[config.mk]
export PLATFORM = sky130hd
export DESIGN_NAME = fp_pipe_sched
export DESIGN_NICKNAME = d
export VERILOG_FILES = /design/src/rtl/fp_pipe_sched_pkg.sv /design/src/rtl/fp_wb_resv.sv /design/src/rtl/fp_scoreboard.sv /design/src/rtl/fp_exec_pipe.sv /design/src/rtl/fp_pipe_sched.sv
export SDC_FILE = /design/constraint.sdc
export NUM_CORES = 1
export LEC_CHECK = 0
export BUFFER_PORTS_ARGS = -buffer_cell sky130_fd_sc_hd__buf_4
export CORE_MARGIN = 2
export CORE_UTILIZATION = 41
export DETAILED_ROUTE_END_ITERATION = 10
export GPL_ROUTABILITY_DRIVEN = 0
export GPL_TIMING_DRIVEN = 1
export PLACE_DENSITY = 0.59
export SYNTH_ARGS = -nofsm -noshare
export SYNTH_HDL_FRONTEND = slang
export SYNTH_HIERARCHICAL = 1
export SYNTH_SLANG_ARGS = --single-unit
[constraint.sdc]
create_clock -name clk -period 5.07 [get_ports clk]
set_input_delay 0.2535 -clock clk [delete_from_list [all_inputs] [get_ports clk]]
set_output_delay 0.2535 -clock clk [all_outputs]
set_load 0.02 [all_outputs]
[src/rtl/fp_pipe_sched_pkg.sv]
package fp_pipe_sched_pkg;

  typedef enum logic [2:0] {
    CLS_ARITH = 3'd0,
    CLS_CMP   = 3'd1,
    CLS_DIVD  = 3'd2,
    CLS_DIVS  = 3'd3,
    CLS_STORE = 3'd4
  } fp_class_e;

  // Cycles the class keeps the write-back stage busy.
  function automatic int unsigned wb_hold_of(input logic [2:0] cls,
                                             input int unsigned hold_dd,
                                             input int unsigned hold_ds);
    case (cls)
      CLS_DIVD: return hold_dd;
      CLS_DIVS: return hold_ds;
      default:  return 1;
    endcase
  endfunction

  // Cycles from issue until the destination may be consumed.
  function automatic int unsigned result_lat_of(input logic [2:0] cls,
                                                input int unsigned nstages,
                                                input int unsigned lat_arith,
                                                input int unsigned lat_cmp,
                                                input int unsigned lat_store,
                                                input int unsigned hold_dd,
                                                input int unsigned hold_ds);
    case (cls)
      CLS_CMP:   return lat_cmp;
      CLS_STORE: return lat_store;
      CLS_DIVD:  return nstages + hold_dd;
      CLS_DIVS:  return nstages + hold_ds;
      default:   return lat_arith;
    endcase
  endfunction

endpackage

[src/rtl/fp_wb_resv.sv]
module fp_wb_resv #(
  parameter int NSTAGES  = 6,
  parameter int HOLD_MAX = 25,
  parameter int OCCW     = 5
) (
  input  logic            clk,
  input  logic            rst_n,
  input  logic            issue,
  input  logic [OCCW-1:0] req_hold,
  output logic            conflict,
  output logic            busy_now
);
  localparam int ARRIVE = NSTAGES + 1;
  localparam int RW     = ARRIVE + HOLD_MAX;

  // bit i set: write-back is reserved i cycles from now
  logic [RW-1:0] resv_q;
  logic [RW-1:0] new_bits;

  always_comb begin
    conflict = 1'b0;
    new_bits = '0;
    for (int i = 0; i < RW; i++) begin
      if (i >= ARRIVE && i < ARRIVE + int'(req_hold))
        conflict = conflict | resv_q[i];
      if (i >= ARRIVE - 1 && i < ARRIVE - 1 + int'(req_hold))
        new_bits[i] = 1'b1;
    end
  end

  always_ff @(posedge clk or negedge rst_n) begin
    if (!rst_n) resv_q <= '0;
    else        resv_q <= (resv_q >> 1) | (issue ? new_bits : '0);
  end

  assign busy_now = resv_q[0];

endmodule

[src/rtl/fp_scoreboard.sv]
module fp_scoreboard #(
  parameter int NREGS = 32,
  parameter int TAGW  = 5,
  parameter int CNTW  = 5
) (
  input  logic            clk,
  input  logic            rst_n,
  input  logic            issue,
  input  logic [TAGW-1:0] dst,
  input  logic [CNTW-1:0] lat,
  output logic [NREGS-1:0] ready
);
  for (genvar r = 0; r < NREGS; r++) begin : g_reg
    logic [CNTW-1:0] cnt_q;
    always_ff @(posedge clk or negedge rst_n) begin
      if (!rst_n)
        cnt_q <= '0;
      else if (issue && dst == TAGW'(r))
        cnt_q <= lat - CNTW'(1);
      else if (cnt_q != '0)
        cnt_q <= cnt_q - CNTW'(1);
    end
    assign ready[r] = (cnt_q == '0);
  end

endmodule

[src/rtl/fp_exec_pipe.sv]
module fp_exec_pipe #(
  parameter int NSTAGES = 6,
  parameter int TAGW    = 5,
  parameter int OCCW    = 5
) (
  input  logic               clk,
  input  logic               rst_n,
  input  logic               issue,
  input  logic [TAGW-1:0]    issue_tag,
  input  logic [OCCW-1:0]    issue_hold,
  output logic [NSTAGES-1:0] stage_valid,
  output logic               wb_strobe,
  output logic [TAGW-1:0]    wb_tag,
  output logic               wb_occupied
);
  logic [NSTAGES-1:0] vld_q;
  logic [TAGW-1:0]    tag_q  [NSTAGES];
  logic [OCCW-1:0]    hold_q [NSTAGES];

  for (genvar s = 0; s < NSTAGES; s++) begin : g_stage
    logic            in_v;
    logic [TAGW-1:0] in_t;
    logic [OCCW-1:0] in_h;
    if (s == 0) begin : g_head
      assign in_v = issue;
      assign in_t = issue_tag;
      assign in_h = issue_hold;
    end else begin : g_body
      assign in_v = vld_q[s-1];
      assign in_t = tag_q[s-1];
      assign in_h = hold_q[s-1];
    end
    always_ff @(posedge clk or negedge rst_n) begin
      if (!rst_n) begin
        vld_q[s]  <= 1'b0;
        tag_q[s]  <= '0;
        hold_q[s] <= '0;
      end else begin
        vld_q[s]  <= in_v;
        tag_q[s]  <= in_t;
        hold_q[s] <= in_h;
      end
    end
  end

  logic            wb_v_q;
  logic [TAGW-1:0] wb_tag_q;
  logic [OCCW-1:0] wb_left_q;

  always_ff @(posedge clk or negedge rst_n) begin
    if (!rst_n) begin
      wb_v_q    <= 1'b0;
      wb_tag_q  <= '0;
      wb_left_q <= '0;
    end else if (vld_q[NSTAGES-1]) begin
      wb_v_q    <= 1'b1;
      wb_tag_q  <= tag_q[NSTAGES-1];
      wb_left_q <= hold_q[NSTAGES-1];
    end else if (wb_v_q) begin
      if (wb_left_q == OCCW'(1)) wb_v_q <= 1'b0;
      wb_left_q <= wb_left_q - OCCW'(1);
    end
  end

  assign stage_valid = vld_q;
  assign wb_occupied = wb_v_q;
  assign wb_strobe   = wb_v_q && (wb_left_q == OCCW'(1));
  assign wb_tag      = wb_tag_q;

endmodule

[src/rtl/fp_pipe_sched.sv]
module fp_pipe_sched
  import fp_pipe_sched_pkg::*;
#(
  parameter int NSTAGES   = 6,
  parameter int NREGS     = 32,
  parameter int LAT_ARITH = 5,
  parameter int LAT_CMP   = 2,
  parameter int LAT_STORE = 3,
  parameter int HOLD_DIVD = 25,
  parameter int HOLD_DIVS = 13,
  localparam int TAGW     = $clog2(NREGS)
) (
  input  logic               clk,
  input  logic               rst_n,
  input  logic               in_valid,
  input  logic [2:0]         in_class,
  input  logic [TAGW-1:0]    in_dst,
  input  logic [TAGW-1:0]    in_src_a,
  input  logic [TAGW-1:0]    in_src_b,
  input  logic               in_ops_ok,
  output logic               stall,
  output logic [NSTAGES-1:0] stage_valid,
  output logic               wb_strobe,
  output logic [TAGW-1:0]    wb_tag,
  output logic [NREGS-1:0]   reg_ready
);
  localparam int HOLD_MAX = (HOLD_DIVD > HOLD_DIVS) ? HOLD_DIVD : HOLD_DIVS;
  localparam int MAX_LAT  = NSTAGES + HOLD_MAX;
  localparam int CNTW     = $clog2(MAX_LAT + 1);
  localparam int OCCW     = $clog2(HOLD_MAX + 1);

  logic [OCCW-1:0] req_hold;
  logic [CNTW-1:0] req_lat;
  logic            src_ok;
  logic            wb_conflict;
  logic            issue_fire;
  logic            wb_occupied;
  logic            resv_now;

  assign req_hold = OCCW'(wb_hold_of(in_class, HOLD_DIVD, HOLD_DIVS));
  assign req_lat  = CNTW'(result_lat_of(in_class, NSTAGES, LAT_ARITH, LAT_CMP,
                                        LAT_STORE, HOLD_DIVD, HOLD_DIVS));

  assign src_ok     = reg_ready[in_src_a] & reg_ready[in_src_b] & reg_ready[in_dst];
  assign issue_fire = in_valid & in_ops_ok & src_ok & ~wb_conflict;
  assign stall      = in_valid & ~issue_fire;

  fp_wb_resv #(.NSTAGES(NSTAGES), .HOLD_MAX(HOLD_MAX), .OCCW(OCCW)) resv_i (
    .clk(clk), .rst_n(rst_n), .issue(issue_fire), .req_hold(req_hold),
    .conflict(wb_conflict), .busy_now(resv_now)
  );

  fp_scoreboard #(.NREGS(NREGS), .TAGW(TAGW), .CNTW(CNTW)) sb_i (
    .clk(clk), .rst_n(rst_n), .issue(issue_fire), .dst(in_dst),
    .lat(req_lat), .ready(reg_ready)
  );

  fp_exec_pipe #(.NSTAGES(NSTAGES), .TAGW(TAGW), .OCCW(OCCW)) pipe_i (
    .clk(clk), .rst_n(rst_n), .issue(issue_fire), .issue_tag(in_dst),
    .issue_hold(req_hold), .stage_valid(stage_valid), .wb_strobe(wb_strobe),
    .wb_tag(wb_tag), .wb_occupied(wb_occupied)
  );

endmodule

==> reports/summary.txt, run 1 <==
ROUTING
---------------------------------------------------------------------------------
Final routed DRC violation total                                                0
Final WL                                                                37,300 um
DRC marker count from the first detailed-route iteration                      886
Number of optimization iterations in the first detailed-route pass              5
Average wire per standard cell                                            19.4 um
Drt via density                                                              5.70
Number of antenna-violating nets in the routed design                           0
Routed vias                                                                11,000

CLOCK NETWORK
---------------------------------------------------------------------------------
CTS Buf Count                                                                  30
Root Buffer                                                          sky130_fd_sc_hd__clkbuf_16
Clock insertion delay at the later pin of the skew report                 0.56 ns
Htree depth                                                                     1
CTS tree                                                                    built
Clock sink count                                                              262
CTS clock-pin slew for the worst setup and hold paths                     0.07 ns
Clk buf depth                                                                   3
Setup bufs post-CTS                                                             0

STA
---------------------------------------------------------------------------------
Final Setup Violations                                                          0
Max-slew violation count                                                        0
RSZ-0062 raised after global routing                                        false
Period utilisation layout                                                   0.883
Tightest Pin Transition                                                   1.29 ns
Relative slew slack                                                         0.138
Worst Slack Setup Final                                                  0.593 ns
Final hold vios                                                                 0
Post-layout min period                                                    4.48 ns
Worst clock skew                                                        0.0164 ns
Maximum clock frequency                                                   223 MHz
Final TNS setup                                                              0 ns

FINAL LAYOUT
---------------------------------------------------------------------------------
Fraction of layout cells with a size suffix above 1                         0.147
Commonest non-fill, non-tap cells in the layout                      sky130_fd_sc_hd__dfrtp_1, sky130_fd_sc_hd__inv_1, sky130_fd_sc_hd__o21ai_0
Antenna Cells                                                                   0
Final Net Count                                                             1,507
Register area                                                           6560 um^2
Area taken by multi-input logic gates                                   6920 um^2
Non-filler instance count after layout                                      1,923
Final-layout fill cell count                                                3,201
Most common cell after layout, fill and taps aside                   sky130_fd_sc_hd__dfrtp_1
Final cell utilization of the core                                          0.475
Layout-stage area growth over the synthesis result                          14.6%

WORST SETUP PATH
---------------------------------------------------------------------------------
CP Buf/Inv Count                                                                3
Worst path max stage delay                                                0.80 ns
Crit path max fanout                                                           15
Arrival time at the worst endpoint                                        4.91 ns
Worst Path Class, Setup                                              primary input to flip-flop
Startpoint kind of the worst setup timing path                       primary input
Cell at the slowest stage of the critical path                       sky130_fd_sc_hd__or4b_1
Kind of end point of the critical path                                  flip-flop
Gate family responsible for the most delay along the worst path      simple AND/OR/NAND/NOR gates
Setup slack on the worst flop-to-flop path                                1.14 ns
Req. time, crit path                                                      5.50 ns
CP Cell Sequence                                                     buf_4, nand2b_1, inv_1, and2_1, inv_1, ha_1, a21boi_2, o21ai_0, a211oi_1, a31oi_1, nor4_1, o211ai_1, nand3b_1, nor4_1, nor3_1, nor4_2, or4b_1, o221ai_1, o21ai_0

PLACE
---------------------------------------------------------------------------------
Dpl ws                                                                  0.0829 ns
I/O Buffers                                                                    66
Placed Cells incl. Taps                                                     1,861
Post-detailed-placement half-perimeter wirelength                       23,900 um

YOSYS
---------------------------------------------------------------------------------
Cell count after synthesis                                                  1,378
Synth Warn #                                                                    6
Cell area after synthesis                                             14,200 um^2
Post-Synthesis Mean Instance Area                                       10.3 um^2

DIE
---------------------------------------------------------------------------------
Count of boundary I/O pins                                                     67
Effective utilization at floorplan                                          0.414
Horiz. Die Dim                                                             190 um
Core Box Area                                                         34,300 um^2
Die footprint                                                         36,100 um^2
Y dimension of the die                                                     190 um
Count of standard-cell rows                                                    68

GLOBAL ROUTE
---------------------------------------------------------------------------------
Global route total overflow                                                     0
Antenna violations before repair                                                0
Pin count of the biggest net entering global routing                          132
First-pass GRT wire length                                              60,300 um
Vias in the first global route                                             10,900
Total routing usage reported by global routing                              0.209

POWER
---------------------------------------------------------------------------------
Power density cells                                                   550 nW/um^2
Seq pwr share                                                               0.356
Clk network pwr share                                                       0.248
Worst-case vdd ir drop                                                   0.307 mV
Switching Fraction                                                          0.348
Sum of internal, switching and leakage power                              8.94 mW
Comb power frac                                                             0.395
Power spent charging and discharging nets                                 3.12 mW
Internal cell power                                                       5.83 mW
Leakage                                                                   7.45 nW

WORST HOLD PATH
---------------------------------------------------------------------------------
Worst min-delay path class                                           primary input to flip-flop

OUTCOME
---------------------------------------------------------------------------------
Run status                                                           finished, final reports clean

FLOW RUN
---------------------------------------------------------------------------------
Count of maximum capacitance violations                                         0

[what timing repair did]
action | 4_1_cts | 5_1_grt
hold buffers | 6 | 0
endpoints found under the setup margin | 0 | 0
resized for setup | 0 | 0
hold endpoints to repair | 83 | 0
[worst register-to-register path, cell delays in order, from the launching register on]
cell and delay (ns):
sky130_fd_sc_hd__dfrtp_1 0.37, sky130_fd_sc_hd__inv_1 0.09, sky130_fd_sc_hd__ha_1 0.24, sky130_fd_sc_hd__or4b_1 0.52, sky130_fd_sc_hd__inv_1 0.28, sky130_fd_sc_hd__mux2i_1 0.14, sky130_fd_sc_hd__nor4_1 0.27, sky130_fd_sc_hd__nor4_2 0.08
sky130_fd_sc_hd__o211ai_1 0.11, sky130_fd_sc_hd__o21ai_2 0.11, sky130_fd_sc_hd__nor4_2 0.37, sky130_fd_sc_hd__or4b_1 0.80, sky130_fd_sc_hd__o221ai_1 0.27, sky130_fd_sc_hd__o21ai_0 0.11
[state kept, by name (all words and copies together), names as in the netlist]
register and flops:
pipe_i/g_stage.in_h 25, pipe_i/g_stage.in_t 25, pipe_i/g_stage.in_v 5, pipe_i/hold_q 5, pipe_i/stage_valid 1, pipe_i/tag_q 5, pipe_i/wb_left_q 5, pipe_i/wb_occupied 1
pipe_i/wb_tag 5, resv_i/resv_q 25, sb_i/g.cnt_q 160
[layout make-up]
| type | count | share of cell area |
|---|---|---|
| Multi-Input combinational cell | 940 | 0.425 |
| Tap cell | 455 | 0.0350 |
| Inverter | 111 | 0.0256 |
| Sequential cell | 262 | 0.403 |
| Clock inverter | 16 | 0.0113 |
| Timing Repair Buffer | 99 | 0.0478 |
| Clock buffer | 40 | 0.0521 |
[per-stage QoR]
stage | instance area [um^2] | hold WS [ns]
after floorplan | 14200 | -0.0421
after global placement | 15200 | 0.291
after detailed placement | 15200 | 0.292
after CTS | 16300 | 0.140
after global routing | 16300 | 0.173
final | 16300 | 0.173
[routing by layer]
layer	vias up	part of all wire	GRT usage
met3	78	0.053	0.0284
met1	5502	0.46	0.299
met2	328	0.46	0.332
met4	0	0.026	0.0602
li1	5061	-	-
met5	-	0	0
[worst paths after layout]
check / cells after the start / end / from
worst max-delay path: 19 / sb_i/g_reg[3].cnt_q[4] / in_class[2]
worst min-delay path: 3 / pipe_i/g_stage[1].in_h[4] / in_class[0]
worst max register to register: 13 / sb_i/g_reg[3].cnt_q[4] / sb_i/g_reg[2].cnt_q[0]
worst min register to register: 0 / pipe_i/g_stage[3].in_t[2] / pipe_i/g_stage[2].in_t[2]
max in group asynchronous: 3 / sb_i/g_reg[5].cnt_q[1] / rst_n
min in group asynchronous: 2 / sb_i/g_reg[20].cnt_q[3] / rst_n
[power by group through the flow]
| stage | registers [mW] | logic, mW | clock network (mW) |
|---|---|---|---|
| final | 3.19 | 3.54 | 2.22 |
| after global placement | 3.20 | 3.42 | 0 |
| after global routing | 3.27 | 3.99 | 2.37 |
| after floorplan | 3.12 | 2.76 | 0 |
| after CTS | 3.18 | 3.55 | 2.29 |
| after detailed placement | 3.21 | 3.54 | 0 |
Power figures use the tool's default switching activity.
==> run 2: changes to the inputs <==
Clock period 5.07 ns to 5.8 ns, I/O delays scaled along.
==> reports/summary.txt, run 2 (same netlist as run 1, synthesis figures left out) <==
WORST SETUP PATH
----------------------------------------------------------------------------------
Kind of end point of the critical path                                   flip-flop
Req. time, crit path                                                       6.22 ns   +0.72 ns
Worst Path Class, Setup                                               primary input to flip-flop
Crit path max fanout                                                            17   +2
Endpoint of the most critical register-to-register path               sb_i/g_reg[1].cnt_q[3]
Worst reg2reg path depth                                                        14   +1
Launch point of the critical path                                      in_class[2]
Startpoint kind of the worst setup timing path                        primary input
Setup slack on the worst flop-to-flop path                                 1.67 ns   +0.53 ns
Worst r2r src                                                         sb_i/g_reg[2].cnt_q[0]
Setup crit end                                                        sb_i/g_reg[1].cnt_q[3]
Arrival time at the worst endpoint                                         5.17 ns   +0.26 ns

STA
----------------------------------------------------------------------------------
RSZ-0062 raised after global routing                                         false
Post-layout min period                                                     4.74 ns
Tightest Pin Transition                                                    1.13 ns   -0.163 ns
Final hold vios                                                                  0   unchanged
Maximum clock frequency                                                    211 MHz
Worst clock skew                                                         0.0134 ns   -0.00298 ns
Max-slew violation count                                                         0   unchanged
Period utilisation layout                                                    0.818
Final TNS setup                                                               0 ns   unchanged
Final Setup Violations                                                           0   unchanged
Tightest hold margin                                                     0.0529 ns   -0.120 ns
Worst Slack Setup Final                                                    1.06 ns   +0.463 ns
Relative slew slack                                                          0.247   +0.109

DIE
----------------------------------------------------------------------------------
Core Box Area                                                          34,300 um^2   unchanged
Effective utilization at floorplan                                           0.414   unchanged
Horiz. Die Dim                                                              190 um   unchanged
Y dimension of the die                                                      190 um   unchanged
Die footprint                                                          36,100 um^2   unchanged
Count of boundary I/O pins                                                      67   unchanged
Count of standard-cell rows                                                     68   unchanged

POWER
----------------------------------------------------------------------------------
Sum of internal, switching and leakage power                               7.77 mW   -13%
Worst-case vdd ir drop                                                    0.249 mV   -19%
Leakage                                                                    7.42 nW   -0.41%
Switching Fraction                                                           0.348   about the same
Seq pwr share                                                                0.359   +0.003
Clk network pwr share                                                        0.246   -0.002
Internal cell power                                                        5.07 mW   -13%
Comb power frac                                                              0.395   about the same
Power density cells                                                    480 nW/um^2   -13%
Power spent charging and discharging nets                                  2.71 mW   -13%

FINAL LAYOUT
----------------------------------------------------------------------------------
Layout-stage area growth over the synthesis result                           14.2%
Final cell area excluding filler cells                                 16,200 um^2   -0.36%
Final cell utilization of the core                                           0.473   -0.00171
Final Net Count                                                              1,503   -0.27%
Final-layout fill cell count                                                 3,149   -1.6%
Fraction of layout cells with a size suffix above 1                          0.144   -0.00272
Largest reg by FF count                                               sb_i/g.cnt_q
Flip-flop count of the largest register, all copies and words added            160   unchanged
Area taken by multi-input logic gates                                    6920 um^2   about the same
Register area                                                            6560 um^2   unchanged
Non-filler instance count after layout                                       1,917   -0.31%
Commonest non-fill, non-tap cells in the layout                       sky130_fd_sc_hd__dfrtp_1, sky130_fd_sc_hd__inv_1, sky130_fd_sc_hd__o21ai_0
Most common cell after layout, fill and taps aside                    sky130_fd_sc_hd__dfrtp_1

ROUTING
----------------------------------------------------------------------------------
Number of antenna-violating nets in the routed design                            0   unchanged
Drt via density                                                               5.68   -0.50%
Average wire per standard cell                                             19.3 um   -0.50%
Routed vias                                                                 10,900   -0.81%
DRC marker count from the first detailed-route iteration                       732   -17%
Number of optimization iterations in the first detailed-route pass               5   unchanged
Final WL                                                                 37,000 um   -0.81%
Final routed DRC violation total                                                 0   unchanged

CLOCK NETWORK
----------------------------------------------------------------------------------
Setup bufs post-CTS                                                              0   unchanged
Root Buffer                                                           sky130_fd_sc_hd__clkbuf_16
Htree depth                                                                      1   unchanged
CTS tree                                                                     built
Clock insertion delay at the later pin of the skew report                  0.57 ns   about the same
Clk buf depth                                                                    3   unchanged
CTS Buf Count                                                                   29   -3.3%
CTS clock-pin slew for the worst setup and hold paths                      0.06 ns   about the same
Clock sink count                                                               262   unchanged

PLACE
----------------------------------------------------------------------------------
Post-detailed-placement cell area                                      15,200 um^2   -0.12%
Dpl ws                                                                    0.524 ns   +0.441 ns
Placed Cells incl. Taps                                                      1,859   -0.11%
Post-detailed-placement half-perimeter wirelength                        23,600 um   -1.6%
I/O Buffers                                                                     66   unchanged

GLOBAL ROUTE
----------------------------------------------------------------------------------
First-pass GRT wire length                                               59,600 um   -1.2%
Total routing usage reported by global routing                               0.206   -0.00295
Global route total overflow                                                      0   unchanged
Pin count of the biggest net entering global routing                           159   +20%
Vias in the first global route                                              10,800   -0.53%
Antenna violations before repair                                                 1   +1

FLOW RUN
----------------------------------------------------------------------------------
Count of maximum capacitance violations                                          0   unchanged

OUTCOME
----------------------------------------------------------------------------------
Run status                                                            finished, final reports clean

WORST HOLD PATH
----------------------------------------------------------------------------------
Worst min-delay path class                                            primary input to flip-flop

run 2: changes by cell type in the layout (fill, tap and decap cells not counted):
cell                            previous run  this run
sky130_fd_sc_hd__clkinv_8                  1         0
sky130_fd_sc_hd__diode_2                   0         1
sky130_fd_sc_hd__dlygate4sd3_1             6         5
sky130_fd_sc_hd__clkbuf_1                  4         2
sky130_fd_sc_hd__nand2b_2                  1         0
sky130_fd_sc_hd__clkbuf_16                30        29
sky130_fd_sc_hd__inv_1                   110       109
sky130_fd_sc_hd__inv_8                     1         0
sky130_fd_sc_hd__clkbuf_8                  6         7
sky130_fd_sc_hd__clkinv_1                  0         1
sky130_fd_sc_hd__nand2b_1                 47        48
sky130_fd_sc_hd__buf_4                    91        89
sky130_fd_sc_hd__inv_16                    0         1
sky130_fd_sc_hd__clkinvlp_4                3         2
run 2: how the worst min path moves through the flow:
stage	start	endpoint	slack, ns	cells after the start
floorplan	rst_n	pipe_i/g_stage[1].in_h[0]	-0.006	0
global placement	pipe_i/g_stage[2].in_t[3]	pipe_i/g_stage[3].in_t[3]	0.33	0
detailed placement	pipe_i/g_stage[1].in_h[0]	pipe_i/g_stage[2].in_h[0]	0.33	0
CTS	in_dst[0]	pipe_i/g_stage[1].in_t[0]	0.03	1
global route	in_dst[0]	pipe_i/g_stage[1].in_t[0]	0.04	1
finish	in_dst[0]	pipe_i/g_stage[1].in_t[0]	0.05	1
run 2: routing by layer:
layer / wire length (um) / track usage / part of all wire / up-vias
met3: 2180 / 0.0266 / 0.059 / 75
li1: - / - / - / 5034
met1: 16700 / 0.294 / 0.45 / 5449
met5: 0 / 0 / 0 / -
met2: 17100 / 0.328 / 0.46 / 322
met4: 959 / 0.0635 / 0.026 / 0
run 2: layout make-up:
cell class / instances / area share
sequential: 262 / 0.404
inverter: 111 / 0.0257
clock inverter: 14 / 0.0104
clock buffer: 38 / 0.0512
timing repair buffer: 96 / 0.0465
antenna: 1 / 0.000154
tap: 455 / 0.0351
multi-input combinational: 940 / 0.427
run 2: critical path, stage by stage:
cell and delay (ns):
sky130_fd_sc_hd__buf_4 0.09, sky130_fd_sc_hd__nand2b_1 0.19, sky130_fd_sc_hd__inv_1 0.11, sky130_fd_sc_hd__and2_1 0.18
sky130_fd_sc_hd__inv_1 0.09, sky130_fd_sc_hd__ha_1 0.30, sky130_fd_sc_hd__a21boi_2 0.53, sky130_fd_sc_hd__nor3_1 0.10
sky130_fd_sc_hd__o32ai_1 0.26, sky130_fd_sc_hd__o2111ai_1 0.18, sky130_fd_sc_hd__nor4b_2 0.31, sky130_fd_sc_hd__o211ai_1 0.17
sky130_fd_sc_hd__nand3b_1 0.24, sky130_fd_sc_hd__nor4_1 0.27, sky130_fd_sc_hd__nor3_1 0.11, sky130_fd_sc_hd__nor4_2 0.27
sky130_fd_sc_hd__buf_4 0.29, sky130_fd_sc_hd__or4b_1 0.80, sky130_fd_sc_hd__o21ai_0 0.28, sky130_fd_sc_hd__o22ai_1 0.09
run 2: power by group through the flow:
stage                     Combinational (mW)  Sequential, mW  Clock, mW
after floorplan                         2.41            2.72          0
after global routing                    3.46            2.86       2.04
after detailed placement                3.07            2.81          0
after global placement                  2.97            2.80          0
final                                   3.07            2.79       1.91
after CTS                               3.08            2.79       1.97
run 2: what timing repair did:
item | 4_1_cts | 5_1_grt
hold buffers | 5 | 0
endpoints found under the hold margin | 108 | 0
gates resized for setup | 0 | 0
==> run 3: changes to the inputs <==
Settings changed: ABC_AREA set to 1.
Clock period 5.8 ns to 4.45 ns, I/O delays scaled along.
==> reports/summary.txt, run 3 <==
OUTCOME
----------------------------------------------------------------------------------
Run status                                                            finished, final reports clean

WORST HOLD PATH
----------------------------------------------------------------------------------
Worst min-delay path class                                            primary input to flip-flop
Hold Path Stages                                                                 3   +2

YOSYS
----------------------------------------------------------------------------------
Synth Warn #                                                                     6   unchanged
Cell count after synthesis                                                   1,929   +40%
Post-Synthesis Mean Instance Area                                        7.44 um^2   -28%
Cell area after synthesis                                              14,400 um^2   +1.1%

FINAL LAYOUT
----------------------------------------------------------------------------------
Fraction of layout cells with a size suffix above 1                         0.0826   -0.0618
Commonest non-fill, non-tap cells in the layout                       sky130_fd_sc_hd__nand2_1, sky130_fd_sc_hd__nand3_1, sky130_fd_sc_hd__inv_1
Most common cell after layout, fill and taps aside                    sky130_fd_sc_hd__nand2_1
Final Net Count                                                              2,080   +38%
Largest reg by FF count                                               sb_i/g.cnt_q
Final cell area excluding filler cells                                 16,300 um^2   +0.66%
Layout-stage area growth over the synthesis result                           13.7%
Flip-flop count of the largest register, all copies and words added            160   unchanged
Antenna Cells                                                                    0   -1

STA
----------------------------------------------------------------------------------
Max-slew violation count                                                         0   unchanged
Maximum clock frequency                                                    255 MHz
Tightest Pin Transition                                                    1.05 ns   -0.0726 ns
Final hold vios                                                                  0   unchanged
Post-layout min period                                                     3.92 ns
RSZ-0062 raised after global routing                                         false
Worst clock skew                                                        0.00746 ns   -0.00598 ns
Final TNS setup                                                               0 ns   unchanged
Period utilisation layout                                                    0.880
Relative slew slack                                                          0.294   +0.0474
Final Setup Violations                                                           0   unchanged

GLOBAL ROUTE
----------------------------------------------------------------------------------
Antenna violations before repair                                                 1   unchanged
Gr busiest metal                                                              met2
Met1 Use GR                                                                  0.291   -0.00248
Total routing usage reported by global routing                               0.208   +0.00212
GRT met3 Usage                                                              0.0301   +0.00354
Global-route track usage on met2                                             0.329   +0.00125
Global route total overflow                                                      0   unchanged
Vias in the first global route                                              11,800   +9.0%
Pin count of the biggest net entering global routing                           115   -28%
First-pass GRT wire length                                               61,000 um   +2.4%

CLOCK NETWORK
----------------------------------------------------------------------------------
Root Buffer                                                           sky130_fd_sc_hd__clkbuf_16
Count of instances resized after the clock tree is built                         0   unchanged
Clk buf depth                                                                    3   unchanged
Clock sink count                                                               262   unchanged
Clock insertion delay at the later pin of the skew report                  0.56 ns   about the same
CTS tree                                                                     built
CTS clock-pin slew for the worst setup and hold paths                      0.06 ns   about the same
CTS Buf Count                                                                   29   unchanged
Setup bufs post-CTS                                                              0   unchanged
Htree depth                                                                      1   unchanged

PLACE
----------------------------------------------------------------------------------
Post-detailed-placement cell area                                      15,300 um^2   +0.87%
I/O Buffers                                                                     66   unchanged
Post-detailed-placement half-perimeter wirelength                        25,300 um   +7.2%

ROUTING
----------------------------------------------------------------------------------
Number of antenna-violating nets in the routed design                            0   unchanged
Number of optimization iterations in the first detailed-route pass               7   +2
Drt via density                                                               5.06   -11%
Final routed DRC violation total                                                 0   unchanged
Final WL                                                                 37,000 um   about the same
Average wire per standard cell                                             14.8 um   -23%
DRC marker count from the first detailed-route iteration                     1,063   +45%
Routed vias                                                                 12,600   +16%

POWER
----------------------------------------------------------------------------------
Power spent charging and discharging nets                                  3.82 mW   +41%
Clk network pwr share                                                        0.240   -0.006
Internal cell power                                                        6.11 mW   +21%
Power density cells                                                    608 nW/um^2   +27%
Seq pwr share                                                                0.368   +0.009
Worst-case vdd ir drop                                                    0.329 mV   +32%
Switching Fraction                                                           0.385   +0.0362
Leakage                                                                    8.81 nW   +19%
Comb power frac                                                              0.391   -0.004

WORST SETUP PATH
----------------------------------------------------------------------------------
Crit path max fanout                                                            17   unchanged
Worst reg2reg path depth                                                        20   +6
Startpoint kind of the worst setup timing path                        primary input
Req. time, crit path                                                       4.93 ns   -1.29 ns
Arrival time at the worst endpoint                                         4.39 ns   -0.78 ns
Kind of end point of the critical path                                   flip-flop
Worst Path Class, Setup                                               primary input to flip-flop

DIE
----------------------------------------------------------------------------------
Count of boundary I/O pins                                                      67   unchanged
Effective utilization at floorplan                                           0.415   +0.00136
Y dimension of the die                                                      191 um   +0.52%
Core Box Area                                                          34,500 um^2   +0.74%
Count of standard-cell rows                                                     68   unchanged
Die footprint                                                          36,500 um^2   +1.0%
Horiz. Die Dim                                                              191 um   +0.52%

FLOW RUN
----------------------------------------------------------------------------------
Count of maximum capacitance violations                                          0   unchanged

[run 3: final cells by class]
cell class | count | area (um^2)
Clock buffer | 40 | 837
Clock inverter | 8 | 108
Fill cell | 3357 | 18200
Inverter | 308 | 1160
Multi-Input combinational cell | 1330 | 6400
Sequential cell | 262 | 6560
Tap cell | 455 | 569
Timing Repair Buffer | 86 | 686
[run 3: power by group through the flow]
stage          Clock [mW]  Combinational, mW  Sequential [mW]
2_1_floorplan           0               2.95             3.58
3_3_place_gp            0               3.78             3.68
3_5_place_dp            0               3.89             3.68
4_1_cts              2.46               3.91             3.65
5_1_grt              2.57               4.49             3.76
6_report             2.39               3.88             3.66
[run 3: path summary, 6_finish.rpt]
| check | startpoint | end | slack (ns) |
|---|---|---|---|
| max | in_class[2] | sb_i/g_reg[3].cnt_q[3] | 0.53 |
| min | in_class[1] | pipe_i/g_stage[1].in_h[2] | 0.06 |
| max reg2reg | sb_i/g_reg[16].cnt_q[0] | sb_i/g_reg[3].cnt_q[3] | 1.04 |
| min reg2reg | pipe_i/g_stage[5].in_h[3] | pipe_i/hold_q[3] | 0.34 |
| max in group asynchronous | rst_n | pipe_i/wb_tag[0] | 2.99 |
| min in group asynchronous | rst_n | resv_i/resv_q[16] | 0.29 |
[run 3: metrics by stage]
step	power, mW	instances	setup WS (ns)	hold WS (ns)	utilization
2_1_floorplan	6.53	1938	1.39	-0.0731	-
4_1_cts	10.0	2489	0.581	0.0250	0.472
6_report	9.93	2489	0.533	0.0556	0.472
3_5_place_dp	7.57	2433	0.555	0.335	0.443
3_3_place_gp	7.46	2433	0.676	0.331	0.443
5_1_grt	10.8	2489	0.153	0.0683	0.472
[run 3: layer usage]
| layer | share of wire | vias up | routed length (um) |
|---|---|---|---|
| li1 | - | 6260 | - |
| met2 | 0.45 | 319 | 16600 |
| met4 | 0.034 | 2 | 1270 |
| met1 | 0.46 | 5939 | 17000 |
| met3 | 0.058 | 82 | 2130 |
| met5 | 0.00043 | - | 16 |
[run 3: critical path, stage by stage]
cell and delay (ns):
sky130_fd_sc_hd__dlygate4sd3_1 0.53, sky130_fd_sc_hd__buf_4 0.15, sky130_fd_sc_hd__inv_1 0.06, sky130_fd_sc_hd__nand2_1 0.07, sky130_fd_sc_hd__nor2_1 0.27, sky130_fd_sc_hd__inv_2 0.12, sky130_fd_sc_hd__ha_1 0.20, sky130_fd_sc_hd__nand2_1 0.10
sky130_fd_sc_hd__nand2_1 0.10, sky130_fd_sc_hd__nand3_2 0.14, sky130_fd_sc_hd__nand3_1 0.19, sky130_fd_sc_hd__nor2_1 0.19, sky130_fd_sc_hd__nor2_1 0.07, sky130_fd_sc_hd__nor2_1 0.11, sky130_fd_sc_hd__nand3_1 0.07, sky130_fd_sc_hd__nor2_1 0.10
sky130_fd_sc_hd__nand3_1 0.10, sky130_fd_sc_hd__nor2_1 0.11, sky130_fd_sc_hd__nand2_1 0.06, sky130_fd_sc_hd__nor2_2 0.09, sky130_fd_sc_hd__and2_1 0.19, sky130_fd_sc_hd__inv_1 0.06, sky130_fd_sc_hd__nor2_2 0.07, sky130_fd_sc_hd__buf_4 0.29
sky130_fd_sc_hd__nand3_1 0.31, sky130_fd_sc_hd__inv_1 0.24, sky130_fd_sc_hd__nand2_1 0.07, sky130_fd_sc_hd__o21ai_0 0.10
[run 3: what timing repair did]
item                                   4_1_cts  5_1_grt
setup endpoints to repair                    0        0
endpoints found under the hold margin      119        0
hold buffers                                 8        0
